==> config.mk <==
export PLATFORM = sky130hd
export DESIGN_NAME = man_byte_tx
export DESIGN_NICKNAME = d
export VERILOG_FILES = /design/src/rtl/mtx_pkg.sv /design/src/rtl/mtx_pace.sv /design/src/rtl/mtx_hold.sv /design/src/rtl/mtx_serial.sv /design/src/rtl/man_byte_tx.sv
export SDC_FILE = /design/constraint.sdc
export NUM_CORES = 1
export LEC_CHECK = 0
export BUFFER_PORTS_ARGS = -buffer_cell sky130_fd_sc_hd__buf_2
export CORE_ASPECT_RATIO = 0.8
export CORE_UTILIZATION = 40
export DETAILED_ROUTE_END_ITERATION = 16
export PLACE_DENSITY = 0.61
export SLEW_MARGIN = 0
export SYNTH_ARGS = -nofsm -noshare
export SYNTH_HDL_FRONTEND = slang
export SYNTH_SLANG_ARGS = --single-unit
==> constraint.sdc <==
create_clock -name clk -period 2.05 [get_ports clk]
set_input_delay 0.41 -clock clk [delete_from_list [all_inputs] [get_ports clk]]
set_output_delay 0.41 -clock clk [all_outputs]
set_load 0.03 [all_outputs]
==> src/rtl/mtx_pkg.sv <==
package mtx_pkg;
  localparam int BYTE_W = 8;
  localparam int HIDX_W = 4;
  localparam int HALVES = 2 * BYTE_W;
  typedef logic [BYTE_W-1:0] byte_t;
  typedef logic [HIDX_W-1:0] hidx_t;
endpackage

==> src/rtl/mtx_pace.sv <==
module mtx_pace
  import mtx_pkg::*;
#(
  parameter int HALF_FAST = 2500,
  parameter int HALF_SLOW = 3125,
  parameter int CW        = 12
) (
  input  logic  clk,
  input  logic  rst,
  input  logic  mode_i,
  output logic  tick_o,
  output hidx_t hidx_o,
  output logic  frm_o
);
  logic [CW-1:0] cnt_q;
  logic [CW-1:0] lim_m1;

  assign lim_m1 = mode_i ? CW'(HALF_SLOW - 1) : CW'(HALF_FAST - 1);
  assign tick_o = (cnt_q >= lim_m1);
  assign frm_o  = tick_o && (hidx_o == hidx_t'(HALVES - 1));

  always_ff @(posedge clk) begin
    if (rst) begin
      cnt_q  <= '0;
      hidx_o <= '0;
    end else if (tick_o) begin
      cnt_q  <= '0;
      hidx_o <= hidx_o + 1'b1;
    end else begin
      cnt_q  <= cnt_q + 1'b1;
    end
  end

  // a frame boundary restarts the half-bit index
  a_r4_frame_wrap: assert property (@(posedge clk) disable iff (rst)
    frm_o |=> (hidx_o == '0));
endmodule

==> src/rtl/mtx_hold.sv <==
module mtx_hold
  import mtx_pkg::*;
(
  input  logic  clk,
  input  logic  rst,
  input  logic  wr_i,
  input  byte_t wdata_i,
  input  logic  frm_i,
  output byte_t pend_o,
  output logic  pend_v_o
);
  always_ff @(posedge clk) begin
    if (rst) begin
      pend_o   <= '0;
      pend_v_o <= 1'b0;
    end else if (wr_i) begin
      pend_o   <= wdata_i;
      pend_v_o <= 1'b1;
    end else if (frm_i) begin
      pend_v_o <= 1'b0;
    end
  end

  // a held byte survives until a boundary or a newer write
  a_r8_held: assert property (@(posedge clk) disable iff (rst)
    (pend_v_o && !wr_i && !frm_i) |=> (pend_v_o && $stable(pend_o)));
endmodule

==> src/rtl/mtx_serial.sv <==
module mtx_serial
  import mtx_pkg::*;
(
  input  logic  clk,
  input  logic  rst,
  input  logic  en_i,
  input  logic  tick_i,
  input  logic  frm_i,
  input  hidx_t hidx_i,
  input  byte_t pend_i,
  input  logic  pend_v_i,
  output logic  line_o
);
  byte_t cur_q;
  logic  active_q;
  hidx_t nidx;
  logic  nbit;

  assign nidx = hidx_i + 1'b1;
  assign nbit = cur_q[3'd7 - nidx[3:1]];

  always_ff @(posedge clk) begin
    if (rst) begin
      cur_q    <= '0;
      active_q <= 1'b0;
      line_o   <= 1'b0;
    end else if (!en_i) begin
      active_q <= 1'b0;
      line_o   <= 1'b0;
    end else if (frm_i) begin
      if (pend_v_i) begin
        cur_q    <= pend_i;
        active_q <= 1'b1;
        line_o   <= pend_i[BYTE_W-1];
      end else begin
        active_q <= 1'b0;
        line_o   <= 1'b0;
      end
    end else if (tick_i) begin
      line_o <= active_q ? (nidx[0] ? ~nbit : nbit) : 1'b0;
    end
  end

  // the line only moves on half-bit ticks while enabled
  a_r3_half_hold: assert property (@(posedge clk) disable iff (rst)
    (!tick_i && en_i) |=> $stable(line_o));
  // a disabled output drops to idle
  a_r6_gate_idle: assert property (@(posedge clk) disable iff (rst)
    !en_i |=> !line_o);
endmodule

==> src/rtl/man_byte_tx.sv <==
module man_byte_tx
  import mtx_pkg::*;
#(
  parameter int HALF_FAST = 2500,
  parameter int HALF_SLOW = 3125
) (
  input  logic       clk,
  input  logic       rst,
  input  logic       mode_i,
  input  logic       tx_en_i,
  input  logic       wr_i,
  input  logic [7:0] wdata_i,
  input  logic       flag_clr_i,
  output logic       tx_line_o,
  output logic       irq_o,
  output logic       irq_flag_o
);
  localparam int HMAX = (HALF_FAST > HALF_SLOW) ? HALF_FAST : HALF_SLOW;
  localparam int CW   = $clog2(HMAX + 1);

  logic  tick, frm, pend_v;
  hidx_t hidx;
  byte_t pend;

  mtx_pace #(.HALF_FAST(HALF_FAST), .HALF_SLOW(HALF_SLOW), .CW(CW)) u_pace (
    .clk(clk), .rst(rst), .mode_i(mode_i),
    .tick_o(tick), .hidx_o(hidx), .frm_o(frm)
  );

  mtx_hold u_hold (
    .clk(clk), .rst(rst), .wr_i(wr_i), .wdata_i(wdata_i),
    .frm_i(frm), .pend_o(pend), .pend_v_o(pend_v)
  );

  mtx_serial u_serial (
    .clk(clk), .rst(rst), .en_i(tx_en_i), .tick_i(tick), .frm_i(frm),
    .hidx_i(hidx), .pend_i(pend), .pend_v_i(pend_v), .line_o(tx_line_o)
  );

  always_ff @(posedge clk) begin
    if (rst) begin
      irq_o      <= 1'b0;
      irq_flag_o <= 1'b0;
    end else begin
      irq_o <= frm;
      if (frm)             irq_flag_o <= 1'b1;
      else if (flag_clr_i) irq_flag_o <= 1'b0;
    end
  end

  // single-clock interrupt pulse
  a_r9_pulse: assert property (@(posedge clk) disable iff (rst)
    irq_o |=> !irq_o);
  // flag accompanies every pulse
  a_r10_flag_set: assert property (@(posedge clk) disable iff (rst)
    irq_o |-> irq_flag_o);
  // a clear without a concurrent boundary empties the flag
  a_r10_flag_clr: assert property (@(posedge clk) disable iff (rst)
    (flag_clr_i && !frm) |=> !irq_flag_o);
endmodule

### After elaboration in Yosys (flattened, before gate mapping)

Index checks and enable logic that the tools add are counted.

* latch bits: 0
* ROM bits: 0
* memory bits (writable): 0
* register bits: 37
* memories kept: 0
* input port bits: 14
* output and inout port bits: 3
* logic and storage cells: 37

* reductions and logical operators: 7
* divide/modulo/power cells: 0
* eq/ne operators: 1
* shifts and indexed selects: 0
* $add $sub $neg: 3
* bitwise logic cells: 2
* mux-type cells: 13
* $mul: 0
* order comparisons: 2

Operators by type and width (count)
* $add A12 B1 Y12 const B: 1
* $ge A12 B12 Y1: 1
* $mux W1: 11
* $mux W11: 1
* $reduce_bool A2 Y1: 3
* $add A4 B1 Y4 const B: 1
* $eq A4 B4 Y1 const B: 1
* $lt A3 B4 Y1 const B: 1
* $reduce_or A2 Y1: 2
* $bmux W1 S3: 1
* $reduce_and A3 Y1: 1
* $sub A3 B3 Y3 const A: 1
* $not A1 Y1: 2
* $logic_and A1 B1 Y1: 1

### Logic depth before layout (Yosys ltp)

Gate-level depths: netlist of the first run.

* depth in word-level cells: 9
* mapped depth: 8
* gate-level depth less buffers: 7

### Cells and area by module

A second synthesis of the first run with hierarchy kept.

* cell total of the unflattened synthesis: 178
* area, all modules: 1734.2 um^2

By module, submodules not included
* mtx_pace: seq. area each 320.3 um^2, times used 1, area each 865.8 um^2, cells an instance 97
* mtx_serial: seq. area each 200.2 um^2, times used 1, area each 484.2 um^2, cells an instance 45
* mtx_hold: seq. area each 180.2 um^2, times used 1, area each 321.6 um^2, cells an instance 30
* man_byte_tx: seq. area each 40.0 um^2, times used 1, area each 62.6 um^2, cells an instance 6

### Worst setup path before layout of the first run

Ideal clock, no wire load.

* kind: input-to-reg
* start: in mode_i
* end: reg u_pace.hidx_o[3]
* cell stages on the path: 7
* slack: -0.099 ns
* buffers on the path: 0
* arrival: 2.079 ns
* cell sequence: inv_1 ha_1 nand4b_4 or3b_1 o221a_2 or3_1 a21oi_1

* cells in the longest elaborated chain, start to end: 2

RTL lines
* start: declaration: RTL line man_byte_tx.sv:9 `input logic mode_i,`
* $mux W11: RTL line mtx_pace.sv:18 `assign lim_m1 = mode_i ? CW'(HALF_SLOW - 1) : CW'(HALF_FAST - 1);`
* $ge A12 B12 Y1: RTL line mtx_pace.sv:19 `assign tick_o = (cnt_q >= lim_m1);`
* end signal: assignment: RTL line mtx_pace.sv:28 `hidx_o <= hidx_o + 1'b1;`
* end: declaration: RTL line mtx_pace.sv:12 `output hidx_t hidx_o,`

Every way passes these cells.
A chain may end at the register's enable or synchronous reset.

### Worst setup path in the final report of the first run

* start: in mode_i
* end: reg u_pace.hidx_o[2]

The elaborated chain is that of the path after synthesis.

==> impl_metrics.json, run 1 <==
{
  "placedInstanceArea_sq_mm": 0.00224,
  "num-fill-cells": 418,
  "timing.reg2reg.worst_path_depth": 6,
  "hold_depth": 3,
  "detail_route.iter0.violations": 113,
  "ctsHtreeMaxLevel": 2,
  "globalRouteMet3Util_pct": 4.78,
  "ys.warnings.count": 0,
  "hp-start": "wdata_i[3]",
  "layout-area-overhead-vs-synth_pct": 31.6,
  "grt.met1_usage_pct": 26.2,
  "cell_count_post_placement": 302,
  "total_leakage_power_nw": 0.958,
  "synthDominantCellAreaShare_pct": 39.2,
  "final_cell_area_sq_mm": 0.00249,
  "synthCells": 215,
  "cts_buffers": 5,
  "asyncSetResetFlopFracSynth_pct": 0,
  "reg2reg_slack_ns": 0.06,
  "failed_checks": "setup timing",
  "rows": 21,
  "worst_slew_margin_rel_pct": 72.5,
  "finalWeightedCongestion": 0.792,
  "criticalPathCategory": "input pin to flop",
  "synth.cell_area_sq_mm": 0.00189,
  "netlist.top_cell.by_area": "sky130_fd_sc_hd__dfxtp_1",
  "clk_lat_worst_skew_ns": 0.29,
  "register_area_share_after_synthesis_pct": 39.2,
  "num_antenna_cells": 0,
  "timing.hold.worst_endpoint": "u_hold.pend_o[3]$_SDFFE_PP0P_",
  "grt_pass1_wl_um": 6970,
  "max_vdd_drop_mv": 0.499,
  "gr-total-overflow": 0,
  "final_min_period_over_clock_period_pct": 100,
  "critPathMaxStageDelay_ns": 0.41,
  "min_path_type": "input pin to flop",
  "route.antenna.remaining_nets": 0,
  "worst_pin_slew_ns": 0.411,
  "grtUsageTotal_pct": 17.8,
  "syn_area_per_cell_sq_um": 8.79,
  "clock_tree.root_cell": "sky130_fd_sc_hd__clkbuf_8",
  "chipHeight_um": 63.5,
  "crit_path_max_fanout": 7,
  "vias": 1612,
  "timing.clock.skew_ns": 0.00567,
  "synth-main-ff-cell": "sky130_fd_sc_hd__dfxtp_1",
  "fmax_mhz": 487,
  "hpwl_um": 2990,
  "gr-usage-met2_pct": 25.1,
  "cp-end-kind": "flop",
  "synth.net_count": 240,
  "worst_setup_hold_path_clk_slew_ns": 0.08,
  "clockBufferDepth": 2,
  "vias_in_the_first_global_route": 1481,
  "dp_slack_ns": -0.456,
  "final_setup_violations": 1,
  "regToRegStartpoint": "u_pace.cnt_q[8]$_SDFF_PP0_",
  "grt-busiest-layer": "met1",
  "vias_per_cell": 5.18,
  "power.density_mw_per_mm2": 553,
  "worst-endpoint-required_ns": 2.27,
  "rsz0062_at_grt": "true",
  "crit_chain": "buf_8 -> clkinvlp_4 -> ha_4 -> nand4b_4 -> or3b_4 -> o221a_4 -> or3_1 -> a21oi_1",
  "coreArea_sq_mm": 0.00436,
  "combined_area_of_the_multi_input_logic_cells_sq_mm": 0.00127,
  "max_cap_violations": 0,
  "drt_drc_violations_left": 0,
  "routedWlPerCell_um": 13.3,
  "critical_path.startpoint_type": "input pin",
  "setup_slack_ns": -0.00465,
  "post-route-min-period_ns": 2.05,
  "io_pins": 17,
  "drtPass1Iterations": 4,
  "starting_utilization_of_the_core_area_pct": 43.3,
  "number_of_buffers_inserted_by_port_buffering": 16,
  "slowest_stage": "sky130_fd_sc_hd__or3b_4",
  "outcome": "finished with violations",
  "maximum_number_of_pins_on_one_net_before_global_route_repair": 18,
  "hold_buffers": 0,
  "layout.core_utilization_pct": 57.1,
  "fp.dieW_um": 78.9,
  "post-layout-total-power_w": 0.00138,
  "antenna_violations_before_repair": 0,
  "layout-drive-gt1-share_pct": 33.5,
  "timing.final.max_slew_violations": 0,
  "synth-seq-cells": 37,
  "synthDistinctLibCells": 46,
  "die-area_sq_mm": 0.00501,
  "ff_latch_area_sq_um": 741,
  "synth_edf_count": 0,
  "wirelength_um": 4120,
  "cp_data_arrival_time_ns": 2.28,
  "finalHoldViolations": 0,
  "fin_nets": 278,
  "netlist_top_cells_area": "sky130_fd_sc_hd__dfxtp_1 (39%), sky130_fd_sc_hd__ha_1 (7.3%), sky130_fd_sc_hd__nor2_1 (5.4%), sky130_fd_sc_hd__nand3_1 (5.3%), sky130_fd_sc_hd__mux2i_1 (4.2%)",
  "clock_sink_count": 37,
  "finish.cell_count_without_fillers": 311,
  "critical_path.reg2reg.endpoint": "u_pace.hidx_o[2]$_SDFFE_PP0P_",
  "tritoncts_clock_tree": "yes"
}
## layout by cell type (no fill, tap or decap), types with 3 or more instances in the layout
cell	n
sky130_fd_sc_hd__dfxtp_1	37
sky130_fd_sc_hd__nor2_1	24
sky130_fd_sc_hd__buf_4	23
sky130_fd_sc_hd__nand3_1	16
sky130_fd_sc_hd__buf_2	15
sky130_fd_sc_hd__nand2_1	13
sky130_fd_sc_hd__a21oi_1	12
sky130_fd_sc_hd__mux2i_1	8
sky130_fd_sc_hd__xor2_1	7
sky130_fd_sc_hd__ha_1	7
sky130_fd_sc_hd__o21ai_2	6
sky130_fd_sc_hd__o21ai_1	5
sky130_fd_sc_hd__xnor2_1	5
sky130_fd_sc_hd__clkbuf_8	5
sky130_fd_sc_hd__inv_1	4
sky130_fd_sc_hd__and3_1	4
sky130_fd_sc_hd__nand2b_1	4
sky130_fd_sc_hd__nand3_2	4
sky130_fd_sc_hd__ha_4	4
sky130_fd_sc_hd__o21ai_0	3
sky130_fd_sc_hd__nor2_2	3
sky130_fd_sc_hd__buf_6	3
## through the flow
stage	setup TNS [ns]	hold slack [ns]
finish	-0.00465	0.351
floorplan	-1.61	0.437
global route	-0.265	0.364
CTS	-0.0134	0.344
global placement	-9.75	0.456
detailed placement	-10.40	0.465
## synth_stat cells (2+ instances only)
master,number
sky130_fd_sc_hd__ha_1,11
sky130_fd_sc_hd__and3_1,4
sky130_fd_sc_hd__o21ai_0,14
sky130_fd_sc_hd__nor2_1,27
sky130_fd_sc_hd__xor2_1,7
sky130_fd_sc_hd__nor2b_1,2
sky130_fd_sc_hd__a31oi_1,2
sky130_fd_sc_hd__mux2i_1,8
sky130_fd_sc_hd__inv_1,5
sky130_fd_sc_hd__or3_1,2
sky130_fd_sc_hd__dfxtp_1,37
sky130_fd_sc_hd__nand2b_1,4
sky130_fd_sc_hd__xnor2_1,6
sky130_fd_sc_hd__nand3_1,20
sky130_fd_sc_hd__nand4_1,2
sky130_fd_sc_hd__clkbuf_1,9
sky130_fd_sc_hd__nand2_1,13
sky130_fd_sc_hd__a21oi_1,14
## metal layers
layer	part of all wire, %	vias up
met5	0	-
met3	3.7	5
met1	55	745
li1	-	836
met2	40	26
met4	0.92	0
## critical path, delay by kind of cell
family	cells	cell delay, ns
AOI/OAI and AO/OA	2	0.45
adders and majority gates	1	0.34
buffers and inverters	2	0.25
and+or+nand+nor	3	0.84
## where the power goes
part	total [W]	internal [W]	switching (W)
combinational	0.000125	0.0000619	0.0000629
clock	0.000505	0.000241	0.000265
sequential	0.000747	0.000734	0.0000123
total	0.00138	0.00104	0.000340
## sequential cells by signal, indices dropped and copies added (netlist names)
register           flops
u_serial.cur_q         8
irq_o                  1
u_hold.pend_v_o        1
u_pace.hidx_o          4
u_hold.pend_o          8
u_serial.line_o        1
irq_flag_o             1
u_pace.cnt_q          12
u_serial.active_q      1
## how the worst max path moves through the flow
stage               cells after the start  slack [ns]                              to   start
floorplan                               8       -0.09  u_serial.cur_q[3]$_SDFFE_PP0P_  mode_i
global placement                        9       -0.43      u_pace.cnt_q[4]$_SDFF_PP0_  mode_i
detailed placement                      9       -0.46     u_pace.cnt_q[10]$_SDFF_PP0_  mode_i
CTS                                     9      -0.008  u_serial.cur_q[4]$_SDFFE_PP0P_  mode_i
global route                            8       -0.05   u_pace.hidx_o[2]$_SDFFE_PP0P_  mode_i
finish                                  8      -0.005   u_pace.hidx_o[2]$_SDFFE_PP0P_  mode_i
## layout make-up
| type | count | share of cell area, % |
|---|---|---|
| repair buffers | 42 | 11.9 |
| clock buffers | 5 | 2.77 |
| clock inverters | 3 | 0.855 |
| inverters | 5 | 0.905 |
| well taps | 57 | 2.87 |
| multi-input cells | 162 | 50.9 |
| flip-flops and latches | 37 | 29.8 |
## what timing repair did
action                                 in CTS  in global routing
setup endpoints to repair                  22                 29
buffers inserted                            0                  0
cloned                                      0                  1
pin swaps                                   0                 21
endpoints found under the hold margin       0                  0
resized for setup                           5                 38
## logic make-up (layout without fill, tap and decap cells)
kind of cell             after synthesis  count (layout)  synth area share (%)
buffers and inverters                 17              55                  4.04
flip-flops                            37              37                  39.2
AND/OR/NAND/NOR                       82              83                  22.0
multiplexers                          10              10                  6.02
adder cells (fa/ha/maj)               11              11                  7.28
XOR/XNOR                              13              13                  6.02
AO/OA/AOI/OAI                         45              45                  15.4
Power figures use the tool's default switching activity.
==> run 2: changes to the inputs <==
Settings changed: BUFFER_PORTS_ARGS -buffer_cell sky130_fd_sc_hd__buf_2 to unset, DONT_BUFFER_PORTS set to 1, PLACE_DENSITY 0.61 to 0.57.
==> run 2 against run 1 <==
Effect of this change:
- wire length rose by 1.8%
- first-iteration DRC count fell by 2.7%
- the flow now finishes without violations
- sequential share of layout area up 2.7 points
- fmax rose by 3.7%
==> impl_metrics.json, run 2 (same netlist as run 1, synthesis figures left out) <==
{
  "route.antenna.remaining_nets": 0,
  "antenna_violations_before_repair": 0,
  "fin_nets": 253,
  "grt.met1_usage_pct": 24.6,
  "number_of_buffers_inserted_by_port_buffering": 0,
  "clk_lat_worst_skew_ns": 0.29,
  "final_cell_mix": "sky130_fd_sc_hd__dfxtp_1 (35), sky130_fd_sc_hd__nor2_1 (27), sky130_fd_sc_hd__nand3_1 (20), sky130_fd_sc_hd__buf_4 (16), sky130_fd_sc_hd__a21oi_1 (14)",
  "drt_drc_violations_left": 0,
  "final_setup_violations": 0,
  "power.density_mw_per_mm2": 634,
  "final_min_period_over_clock_period_pct": 96.7,
  "worst_setup_hold_path_clk_slew_ns": 0.07,
  "cp_data_arrival_time_ns": 2.20,
  "clockBufferDepth": 2,
  "pwr-share-comb_pct": 5.5,
  "setup.worst_path.end": "u_pace.hidx_o[2]$_SDFFE_PP0P_",
  "finalWeightedCongestion": 0.847,
  "worst-endpoint-required_ns": 2.27,
  "cell_count_post_placement": 278,
  "tritoncts_clock_tree": "yes",
  "detail_route.iter0.violations": 110,
  "layout.cells.most_common": "sky130_fd_sc_hd__dfxtp_1",
  "fp.dieW_um": 78.9,
  "vias_per_cell": 5.53,
  "layout-area-overhead-vs-synth_pct": 21.2,
  "max_cap_violations": 0,
  "timing.reg2reg.worst_path_depth": 6,
  "final_cell_area_sq_mm": 0.00229,
  "chipHeight_um": 63.5,
  "die-area_sq_mm": 0.00501,
  "hpwl_um": 3150,
  "routedWlPerCell_um": 14.7,
  "cp-startpoint": "u_pace.cnt_q[10]$_SDFF_PP0_",
  "layout-drive-gt1-share_pct": 20.5,
  "max_vdd_drop_mv": 0.446,
  "critical_path.reg2reg.endpoint": "u_pace.hidx_o[2]$_SDFFE_PP0P_",
  "rsz0062_at_grt": "false",
  "grtUsageTotal_pct": 19.0,
  "critical_path.startpoint_type": "flop",
  "reg2reg_slack_ns": 0.07,
  "clock_tree.root_cell": "sky130_fd_sc_hd__clkbuf_8",
  "seqPwrFrac_pct": 51.4,
  "rows": 21,
  "min_path_type": "input pin to flop",
  "ctsHtreeMaxLevel": 2,
  "regToRegStartpoint": "u_pace.cnt_q[10]$_SDFF_PP0_",
  "io_pins": 17,
  "starting_utilization_of_the_core_area_pct": 43.3,
  "net-switching-power_w": 0.000311,
  "cp-end-kind": "flop",
  "criticalPathCategory": "flop to flop",
  "gr-usage-met2_pct": 29.5,
  "vias_in_the_first_global_route": 1555,
  "fmax_mhz": 504,
  "post-route-min-period_ns": 1.98,
  "largest_register_ff_count": 12,
  "largest_register": "u_pace.cnt_q",
  "placedInstanceArea_sq_mm": 0.00211,
  "total_leakage_power_nw": 0.856,
  "clock_sink_count": 37,
  "top_regs": "u_pace.cnt_q: 12 flops, u_hold.pend_o: 8 flops, u_serial.cur_q: 8 flops",
  "vias": 1581,
  "crit_path_max_fanout": 4,
  "num_antenna_cells": 0,
  "finish.cell_count_without_fillers": 286,
  "finalHoldViolations": 0,
  "coreArea_sq_mm": 0.00436,
  "power.internal_w": 0.00114,
  "worst_slew_margin_rel_pct": 73.6,
  "drtPass1Iterations": 4,
  "clock_power_share_pct": 43.0,
  "timing.final.max_slew_violations": 0,
  "timing.clock.skew_ns": 0.00442,
  "gr-total-overflow": 0,
  "maximum_number_of_pins_on_one_net_before_global_route_repair": 26,
  "globalRouteMet3Util_pct": 5.80,
  "outcome": "completed",
  "worst_pin_slew_ns": 0.396,
  "cts_buffers": 5,
  "cts_post_setup_buffers_inserted": 0,
  "grt-busiest-layer": "met2",
  "wirelength_um": 4200,
  "p_sw_share_pct": 21.4,
  "grt_pass1_wl_um": 7250
}
-- run 2: cell types whose count changed in the layout (fill, tap and decap cells not counted), moves of 3 or more --
cell                      change
sky130_fd_sc_hd__o21ai_2      -6
sky130_fd_sc_hd__buf_2       -15
sky130_fd_sc_hd__nand3_2      -4
sky130_fd_sc_hd__nor2_2       -3
sky130_fd_sc_hd__nor2_1       +3
sky130_fd_sc_hd__nand3_1      +4
sky130_fd_sc_hd__buf_4        -7
sky130_fd_sc_hd__o21ai_1      +4
-- run 2: how the worst min path moves through the flow --
stage,slack [ns],startpoint,cells past startpoint,end
global route,0.16,rst,1,u_pace.hidx_o[3]$_SDFFE_PP0P_
floorplan,0.44,u_pace.cnt_q[0]$_SDFF_PP0_,1,u_pace.cnt_q[0]$_SDFF_PP0_
CTS,0.17,rst,1,u_pace.hidx_o[1]$_SDFFE_PP0P_
global placement,0.45,u_hold.pend_o[4]$_SDFFE_PP0P_,2,u_serial.cur_q[4]$_SDFFE_PP0P_
detailed placement,0.46,u_hold.pend_o[6]$_SDFFE_PP0P_,2,u_serial.cur_q[6]$_SDFFE_PP0P_
finish,0.18,rst,1,u_pace.hidx_o[1]$_SDFFE_PP0P_
-- run 2: area by class of cell --
type                    instances  area (sq um)
clock buffers                   6          72.6
clock inverters                 2          38.8
fillers                       411          2070
inverters                       5          22.5
multi-input cells             161          1190
flip-flops and latches         37           743
well taps                      57          71.3
repair buffers                 18           151
-- run 2: metrics by stage --
stage               setup WS, ns  util, %  TNS [ns]  hold slack (ns)  total power (W)
finish                    0.0678     52.6         0            0.182          0.00145
global route              0.0121     52.6         0            0.162          0.00151
CTS                     -0.00895     51.0  -0.00895            0.172          0.00146
detailed placement        -0.279     48.4     -5.92            0.455         0.000838
global placement          -0.183     48.4     -3.70            0.453         0.000835
floorplan                -0.0903        -     -1.61            0.437         0.000826
-- run 2: timing repair --
item / CTS / global route
hold buffers: 0 / 0
pin swaps: 0 / 1
setup endpoints to repair: 13 / 19
gates resized for setup: 1 / 20
-- run 2: power groups by stage --
stage               Sequential (W)  Combinational [W]  Clock, W
floorplan                 0.000761          0.0000656         0
global placement          0.000763          0.0000725         0
detailed placement        0.000764          0.0000746         0
CTS                       0.000747          0.0000760  0.000639
global route              0.000748          0.0000910  0.000674
finish                    0.000747          0.0000805  0.000625
-- run 2: critical path, stage by stage (launching register included) --
cell and delay, ns:
sky130_fd_sc_hd__dfxtp_2 0.35, sky130_fd_sc_hd__ha_4 0.29, sky130_fd_sc_hd__nand4b_4 0.11, sky130_fd_sc_hd__or3b_4 0.42
sky130_fd_sc_hd__o221a_4 0.30, sky130_fd_sc_hd__or3_1 0.30, sky130_fd_sc_hd__a21oi_1 0.14
-- run 2: routing by layer --
metal	routed length, um	share of wire, %	up-vias
li1	-	-	784
met1	2070	49	745
met2	1780	42	43
met3	260	6.2	9
met4	83	2.0	0
met5	0	0	-
